## src/rtl/spi_regslave_pkg.sv

```systemverilog
package spi_regslave_pkg;
  localparam int BYTE_W    = 8;
  localparam int REG_COUNT = 16;
  localparam int ADDR_W    = $clog2(REG_COUNT);
  localparam int CNT_W     = $clog2(BYTE_W);
  localparam int FLAT_W    = BYTE_W * REG_COUNT;
  localparam int CMD_BIT   = BYTE_W - 1;

  typedef enum logic [1:0] {PH_CMD, PH_READ, PH_WRITE} phase_e;

  // strobes from control to datapath
  typedef struct packed {
    logic              idle;
    logic              sampleBit;
    logic              shiftTx;
    logic              loadTx;
    logic              captureRead;
    logic              clearHold;
    logic              writeReg;
    logic [ADDR_W-1:0] wrAddr;
  } strobes_t;
endpackage

```

## src/rtl/spi_regslave_sync.sv

```systemverilog
module spi_regslave_sync #(
  parameter int              WIDTH     = 3,
  parameter int              STAGES    = 2,
  parameter logic [WIDTH-1:0] RESET_VAL = '0
) (
  input  logic             clk,
  input  logic             rst_n,
  input  logic [WIDTH-1:0] asyncIn,
  output logic [WIDTH-1:0] syncOut
);
  logic [WIDTH-1:0] stage [STAGES];

  genvar s;
  generate
    for (s = 0; s < STAGES; s++) begin : g_stage
      always_ff @(posedge clk or negedge rst_n) begin
        if (!rst_n) stage[s] <= RESET_VAL;
        else if (s == 0) stage[s] <= asyncIn;
        else stage[s] <= stage[(s == 0) ? 0 : s-1];
      end
    end
  endgenerate

  assign syncOut = stage[STAGES-1];
endmodule

```

## src/rtl/spi_regslave_ctrl.sv

```systemverilog
module spi_regslave_ctrl
  import spi_regslave_pkg::*;
(
  input  logic              clk,
  input  logic              rst_n,
  input  logic              sclkS,
  input  logic              csnS,
  input  logic [BYTE_W-1:0] rxNext,
  output strobes_t          stb
);
  logic             sclkPrev;
  logic [CNT_W-1:0] bitCnt;
  phase_e           phase;
  logic [ADDR_W-1:0] addr;
  logic             pendLoad;

  logic active, rise, fall, lastBit, byteDone;

  assign active   = ~csnS;
  assign rise     = active & sclkS & ~sclkPrev;
  assign fall     = active & ~sclkS & sclkPrev;
  assign lastBit  = (bitCnt == CNT_W'(BYTE_W-1));
  assign byteDone = rise & lastBit;

  always_ff @(posedge clk or negedge rst_n) begin
    if (!rst_n) begin
      sclkPrev <= 1'b0;
      bitCnt   <= '0;
      phase    <= PH_CMD;
      addr     <= '0;
      pendLoad <= 1'b0;
    end else begin
      sclkPrev <= sclkS;
      if (!active) begin
        bitCnt   <= '0;
        phase    <= PH_CMD;
        pendLoad <= 1'b0;
      end else begin
        if (rise) bitCnt <= lastBit ? '0 : bitCnt + 1'b1;
        if (byteDone) begin
          pendLoad <= 1'b1;
          unique case (phase)
            PH_CMD: begin
              phase <= rxNext[CMD_BIT] ? PH_WRITE : PH_READ;
              addr  <= rxNext[ADDR_W-1:0];
            end
            PH_WRITE: addr <= (addr == ADDR_W'(REG_COUNT-1)) ? '0 : addr + 1'b1;
            default: ;
          endcase
        end else if (fall && pendLoad) begin
          pendLoad <= 1'b0;
        end
      end
    end
  end

  always_comb begin
    stb.idle        = ~active;
    stb.sampleBit   = rise;
    stb.shiftTx     = fall & ~pendLoad;
    stb.loadTx      = fall & pendLoad;
    stb.captureRead = byteDone & ((phase == PH_CMD && !rxNext[CMD_BIT]) || phase == PH_READ);
    stb.clearHold   = byteDone & ~stb.captureRead;
    stb.writeReg    = byteDone & (phase == PH_WRITE);
    stb.wrAddr      = addr;
  end
endmodule

```

## src/rtl/spi_regslave_dp.sv

```systemverilog
module spi_regslave_dp
  import spi_regslave_pkg::*;
(
  input  logic              clk,
  input  logic              rst_n,
  input  logic              mosiS,
  input  logic              lsbFirst,
  input  logic [BYTE_W-1:0] statusIn,
  input  strobes_t          stb,
  output logic [BYTE_W-1:0] rxNext,
  output logic              misoOut,
  output logic [FLAT_W-1:0] regsOut
);
  logic [BYTE_W-1:0] rxShift, txShift, txHold;
  logic [BYTE_W-1:0] regFile [REG_COUNT];
  logic [BYTE_W-1:0] rdData;

  assign rxNext  = lsbFirst ? {mosiS, rxShift[BYTE_W-1:1]} : {rxShift[BYTE_W-2:0], mosiS};
  assign rdData  = regFile[rxNext[ADDR_W-1:0]];
  assign misoOut = lsbFirst ? txShift[0] : txShift[BYTE_W-1];

  always_ff @(posedge clk or negedge rst_n) begin
    if (!rst_n) begin
      rxShift <= '0;
      txShift <= '0;
      txHold  <= '0;
    end else begin
      if (stb.idle)           rxShift <= '0;
      else if (stb.sampleBit) rxShift <= rxNext;

      if (stb.idle)         txShift <= statusIn;
      else if (stb.loadTx)  txShift <= txHold;
      else if (stb.shiftTx) txShift <= lsbFirst ? (txShift >> 1) : (txShift << 1);

      if (stb.captureRead)    txHold <= rdData;
      else if (stb.clearHold) txHold <= '0;
    end
  end

  genvar r;
  generate
    for (r = 0; r < REG_COUNT; r++) begin : g_reg
      always_ff @(posedge clk or negedge rst_n) begin
        if (!rst_n) regFile[r] <= '0;
        else if (stb.writeReg && stb.wrAddr == ADDR_W'(r)) regFile[r] <= rxNext;
      end
      assign regsOut[r*BYTE_W +: BYTE_W] = regFile[r];
    end
  endgenerate
endmodule

```

## src/rtl/spi_regslave.sv

```systemverilog
module spi_regslave
  import spi_regslave_pkg::*;
(
  input  logic              clk,
  input  logic              rst_n,
  input  logic              sclkIn,
  input  logic              csnIn,
  input  logic              mosiIn,
  input  logic              lsbFirst,
  input  logic [BYTE_W-1:0] statusIn,
  output logic              misoOut,
  output logic              misoOe,
  output logic [FLAT_W-1:0] regsOut
);
  logic     sclkS, csnS, mosiS;
  logic [BYTE_W-1:0] rxNext;
  strobes_t stb;

  spi_regslave_sync #(.WIDTH(3), .STAGES(2), .RESET_VAL(3'b010)) u_sync (
    .clk(clk), .rst_n(rst_n),
    .asyncIn({sclkIn, csnIn, mosiIn}),
    .syncOut({sclkS, csnS, mosiS})
  );

  spi_regslave_ctrl u_ctrl (
    .clk(clk), .rst_n(rst_n), .sclkS(sclkS), .csnS(csnS),
    .rxNext(rxNext), .stb(stb)
  );

  spi_regslave_dp u_dp (
    .clk(clk), .rst_n(rst_n), .mosiS(mosiS), .lsbFirst(lsbFirst),
    .statusIn(statusIn), .stb(stb), .rxNext(rxNext),
    .misoOut(misoOut), .regsOut(regsOut)
  );

  assign misoOe = ~csnS;
endmodule

```

## config.mk

```make
export PLATFORM = sky130hd
export DESIGN_NAME = spi_regslave
export DESIGN_NICKNAME = d
export VERILOG_FILES = /design/src/rtl/spi_regslave_pkg.sv /design/src/rtl/spi_regslave_sync.sv /design/src/rtl/spi_regslave_ctrl.sv /design/src/rtl/spi_regslave_dp.sv /design/src/rtl/spi_regslave.sv
export SDC_FILE = /design/constraint.sdc
export NUM_CORES = 1
export LEC_CHECK = 0
export CORE_MARGIN = 2
export CORE_UTILIZATION = 30
export DETAILED_ROUTE_END_ITERATION = 8
export DONT_BUFFER_PORTS = 1
export GPL_TIMING_DRIVEN = 0
export HOLD_SLACK_MARGIN = 0.15
export PLACE_DENSITY_LB_ADDON = 0.05
export SLEW_MARGIN = 20
export SYNTH_ARGS = -nofsm -noshare
export SYNTH_HDL_FRONTEND = slang
export SYNTH_SLANG_ARGS = --single-unit
```

## constraint.sdc

```tcl
create_clock -name clk -period 5.97 [get_ports clk]
set_input_delay 0.597 -clock clk [delete_from_list [all_inputs] [get_ports clk]]
set_output_delay 0.597 -clock clk [all_outputs]
set_load 0.01 [all_outputs]
```

Word level (Yosys, flattened, before mapping)
Cells that the tools add are included.

storage, ports and cells
  word-level logic and storage cells = 119
  bits in registers = 169
  output and inout bits = 130
  input bits = 14

cells by class
  reductions and logical operators = 31
  equal/unequal tests = 18
  bitwise gates (word level) = 16
  multiplexer cells = 25
  magnitude comparators = 1
  add/sub/neg operators = 2

operators with widths
  cell                                            number
  2-to-1 mux 8 bit                                11
  binary-select mux 8 bit (select 4 bit)          1
  == test 4 bit (second input constant)           8
  logical AND 1 bit                               18
  == test 4 x 3 -> 1 bit (second input constant)  4
  AND 1 bit                                       10
  nonzero test 2 bit                              5
  2-to-1 mux 3 bit                                3
  == test 4 x 2 -> 1 bit (second input constant)  2
  2-to-1 mux 2 bit                                4
  case mux 4 bit (2 select lines)                 1
  nonzero test 3 bit                              2
  >= comparator 5 bit (second input constant)     1
  inverter 1 bit                                  5
  inverter 4 -> 5 bit                             1
  adder 4 x 1 -> 4 bit (second input constant)    1
  == test 4 x 1 -> 1 bit (second input constant)  1
  zero test 4 bit                                 1
  2-to-1 mux 1 bit                                4
  2-to-1 mux 4 bit                                1
  adder 3 x 1 -> 3 bit (second input constant)    1
  == test 3 bit (second input constant)           1
  AND reduction 3 bit                             1
  == test 2 x 1 -> 1 bit (second input constant)  1
  other kinds (5)                                 5

Logic depth before layout (Yosys ltp)
  depth after elaboration = 9
  gate-level depth with buffers = 10
  depth with buffers taken out = 8

By module
From an unflattened synthesis, not the netlist that was laid out.

unflattened totals
  cell total of the unflattened synthesis = 1025
  area total of the unflattened synthesis = 8567.0 um^2

modules (own cells, without submodules)
  module             area each (um^2)  times used  seq. area each (um^2)  cells an instance
  spi_regslave_dp    7717.4            1           3803.6                 947
  spi_regslave_ctrl  670.6             1           275.3                  68
  spi_regslave_sync  175.2             1           152.6                  9
  spi_regslave       3.8               1           0.0                    1

Worst setup path after synthesis
Ideal clock, no wire load.

  path kind = input to output
  from = in lsbFirst
  to = out misoOut
  arrival = 1.634 ns
  required time = 5.373 ns
  stages = 6
  setup slack = 3.739 ns
  buffers on the path = 5
  cells stage by stage = buf_6 > buf_6 > buf_6 > buf_6 > buf_2 > mux2_2

on the way
  cells in the longest elaborated chain, start to end = 1

ends and longest elaborated chain
  what              RTL line               RTL
  start, declared   spi_regslave.sv:9      input logic lsbFirst,
  2-to-1 mux 1 bit  spi_regslave_dp.sv:20  assign misoOut = lsbFirst ? txShift[0] : txShift[BYTE_W-1];
  end, declared     spi_regslave.sv:11     output logic misoOut,

No other way between the ends.

Final worst setup path
  from = reg u_dp.rxShift[4]
  to = reg u_dp.txHold[2]

on the way
  cells in the longest elaborated chain, start to end = 6

ends and longest elaborated chain
  what                                                  RTL line               RTL
  start, declared                                       spi_regslave_dp.sv:14  logic [BYTE_W-1:0] rxShift, txShift, txHold;
  start signal, assigned                                spi_regslave_dp.sv:29  else if (stb.sampleBit) rxShift <= rxNext;
  2-to-1 mux 8 bit                                      spi_regslave_dp.sv:18  assign rxNext = lsbFirst ? {mosiS, rxShift[BYTE_W-1:1]} : {rxShift[BYTE_W-2:0], mosiS};
  inverter 4 -> 5 bit (not written as such)             spi_regslave_dp.sv:19  assign rdData = regFile[rxNext[ADDR_W-1:0]];
  binary-select mux 8 bit (select 4 bit)                spi_regslave_dp.sv:19
  2-to-1 mux 8 bit (not written as such) (2 in series)  spi_regslave_dp.sv:19
  2-to-1 mux 8 bit                                      spi_regslave_dp.sv:35  if (stb.captureRead) txHold <= rdData;
  end signal, assigned                                  spi_regslave_dp.sv:35
  end, declared                                         spi_regslave_dp.sv:14

No other way between the ends. The select of a mux whose other input is x is not followed.
A chain may end at the register's enable or synchronous reset.

==> results by group <==
Worst setup path
  – Max stage delay cell, worst path: a21boi_1
  – Crit-path max cell delay: around 0.76 ns
  – CP Max Fanout: 10
  – CP Buf/Inv Count: 2
  – Critical path endpoint category: register
  – Top Family by Delay on Critical Path: compound AO/OA/AOI/OAI gates
  – Critical path class: register to register
  – CP Data Required Time: between 6 and 7 ns
  – Critical path cell sequence: nand2_1, a21boi_1, buf_4, clkbuf_1, o2111ai_1, a32o_1
  – WP data arrival: 3.75 ns
  – CP Launch Type: register

STA
  – Clk_skew: about 0.014 ns
  – RSZ-0062 raised after global routing: false
  – Fin. max-slew vios: 0
  – Max Freq: 293 MHz
  – Worst slew pin tran: ~1 ns
  – Part of the cycle the worst path needs: a little under three fifths
  – Fin. Hold Viols: 0
  – Setup ws final: 2.56 ns
  – Setup TNS: 0 ns
  – Relative slew slack: 34.6%
  – Final min period: about 3.4 ns
  – Final setup fails: 0

Logic synthesis
  – Synthesis-stage register bit count: 169
  – Yosys cell types: 68
  – EDFF count, synth: 0
  – Post-synth net total: between 900 and 1000
  – Syn Std Cell Area: 8390 um^2
  – Yosys synthesis warning count: 0
  – Post-Syn Instances: 956
  – Average size of a mapped cell: 8.78 um^2
  – Synth Flop Type: dfrtp_1
  – Async set-reset flop share out of synthesis: between 90% and 100%
  – Sequential fraction of the synthesis area: roughly 50%

Die
  – Die height: around 170 um
  – Die ar.: 29300 um^2
  – Io pins: 144
  – Overall die width: around 170 um
  – Initial Util: 30.4%
  – Row Count: 61
  – Core area: between 20000 and 30000 um^2

Drt
  – Vias/cell: around 5.5
  – ANT nets after route: 0
  – DRC: 0
  – DR pass1 iterations: 5
  – Wirelength, routed: 36700 um
  – Iter 0 DRT Violations: 674
  – DR vias: 7514
  – Wire length per cell: approximately 27 um

Place
  – PortBufs: 0
  – Post-DP HPWL: 27000 um
  – Gpl congestion: 0.923
  – Pre-CTS setup slack: 2.35 ns
  – Placed cell areas: 8870 um^2

Global routing
  – Initial antenna violation count: 1
  – Overflow after GRT: 0
  – Global-route wire length before repair: 53800 um
  – Gr usage total: 25.6%
  – Vias in the first global route: 7348
  – Largest net degree at the start of global routing: 170

Clocking
  – TritonCTS Buffers: 17
  – Clock Path Buffers: 2
  – Clock transition at the registers of the reported paths: 0.08 ns
  – Clock sinks: 169
  – Worst-Skew Late Latency: approximately 0.45 ns
  – CTS tree: built
  – # resized after CTS: 0
  – # H-tree levels: 4
  – Clock Root Buffer: clkbuf_16
  – Setup Buffers After CTS: 0

Layout
  – Design area: 9520 um^2
  – Area delta synth->final: 13.5%
  – # fillers: 2934
  – Final core occ: 34.5%
  – Layout cells sized above 1: 7.87%
  – Diode count: 0
  – Fin nets: 998

Pwr
  – Max VDD drop: 184 uV
  – Pwr Density: 279 nW/um^2
  – Leak Pwr: 0.00421 uW

Status
  – Outcome: finished clean

Min path
  – Hold Path Class: input pin to async pin

Job
  – MaxCap Viol Count: 0
==> per-layer routing <==
| layer | up-vias | routed length (um) | share of wire, % | global-route usage, % |
|---|---|---|---|---|
| met2 | 232 | 16700 | 45 | 40.1 |
| met5 | - | 11 | 0.030 | 0 |
| met1 | 3798 | 17100 | 47 | 36.0 |
| li1 | 3455 | - | - | - |
| met3 | 27 | 2500 | 6.8 | 6.51 |
| met4 | 2 | 350 | 0.95 | 5.08 |
==> synth_stat cells, drive strengths merged, types with 16 or more instances <==
| library cell | count | share of area [%] |
|---|---|---|
| inv | 18 | 0.81 |
| nor2 | 39 | 1.9 |
| buf | 32 | 2.3 |
| nand2 | 209 | 9.4 |
| nand3 | 26 | 1.6 |
| o21ai | 160 | 9.5 |
| a21oi | 77 | 4.6 |
| a22oi | 16 | 1.4 |
| clkbuf | 38 | 1.7 |
| a211oi | 29 | 2.7 |
| nand4 | 18 | 1.3 |
| dfrtp | 167 | 50 |
==> cell type report <==
class	count	area (um^2)	share of cell area, %
Clock inverter	14	171	1.80
Sequential cell	169	4230	44.4
Multi-Input combinational cell	699	3760	39.5
Clock buffer	18	439	4.61
Inverter	18	67.6	0.709
Tap cell	378	473	4.97
Buffer	70	335	3.52
Timing Repair Buffer	3	47.5	0.499
==> through the flow <==
| stage | instances | hold slack (ns) | total power, uW |
|---|---|---|---|
| 4_1_cts | 1369 | 0.158 | 2680 |
| 3_3_place_gp | 1334 | 0.311 | 1460 |
| 5_1_grt | 1369 | 0.155 | 2750 |
| 6_report | 1369 | 0.168 | 2650 |
| 3_5_place_dp | 1334 | 0.311 | 1460 |
| 2_1_floorplan | 956 | 0.301 | 1350 |
==> cells in the final DEF (no fill, tap or decap), types with 7 or more instances in the layout <==
cell type	Yosys	final
a211oi_1	28	28
o21ai_0	155	154
clkbuf_1	38	38
nand4_1	18	18
nand2b_1	10	10
a22oi_1	16	16
dfrtp_1	167	167
buf_2	22	22
mux2i_1	11	10
inv_1	17	17
nor2b_1	7	7
clkbuf_16	0	17
nand3_1	26	26
nor2_1	37	37
inv_6	0	7
nand2_1	208	208
a21oi_1	77	77
==> registers in the layout, indices dropped and copies added (netlist names) <==
signal / count
u_ctrl.pendLoad: 1
u_ctrl.phase: 2
u_sync.syncOut: 3
u_dp.regsOut: 128
u_dp.rxShift: 8
u_ctrl.sclkPrev: 1
u_dp.txShift: 8
u_ctrl.bitCnt: 3
u_dp.txHold: 8
u_sync.stage: 3
u_ctrl.addr: 4
==> worst reg2reg max path, delay by kind of cell (launching register included) <==
kind                   cells  cell delay, ns
AOI/OAI and AO/OA          3            1.63
buffers and inverters      2            1.11
DFF                        1            0.45
and+or+nand+nor            1            0.11
==> where the power goes <==
group	total [uW]	switching, uW	internal (uW)
logic	290	213	77.2
clock network	1190	544	647
registers	1170	13.7	1160
total	2650	771	1880
==> cell families (layout without fill, tap and decap cells) <==
group           Yosys count  count (layout)  share of synthesized area, %
mux                      12              12                          1.45
flops                   169             169                          50.4
compound gates          346             346                          24.8
simple gates            335             335                          17.6
buf+inv                  88             123                          4.80
fa+ha+maj                 6               6                         0.895
==> what timing repair did <==
action	4_1_cts	5_1_grt
hold endpoints to repair	171	0
hold buffers	3	0
endpoints found under the setup margin	0	0
==> path summary, 6_finish.rpt <==
| kind | start | endpoint | slack [ns] | cells after the start |
|---|---|---|---|---|
| max | u_dp.rxShift[4] | u_dp.txHold[2] | 2.56 | 6 |
| min | rst_n | u_dp.regsOut[77] | 0.17 | 1 |
| max reg2reg | u_dp.rxShift[4] | u_dp.txHold[2] | 2.56 | 6 |
| min reg2reg | u_sync.stage[5] | u_sync.syncOut[2] | 0.36 | 0 |
| max in group asynchronous | rst_n | u_dp.regsOut[60] | 5.09 | 1 |
| min in group clk | mosiIn | u_sync.stage[3] | 0.18 | 0 |
No activity file was read; power rests on OpenSTA's default activity.
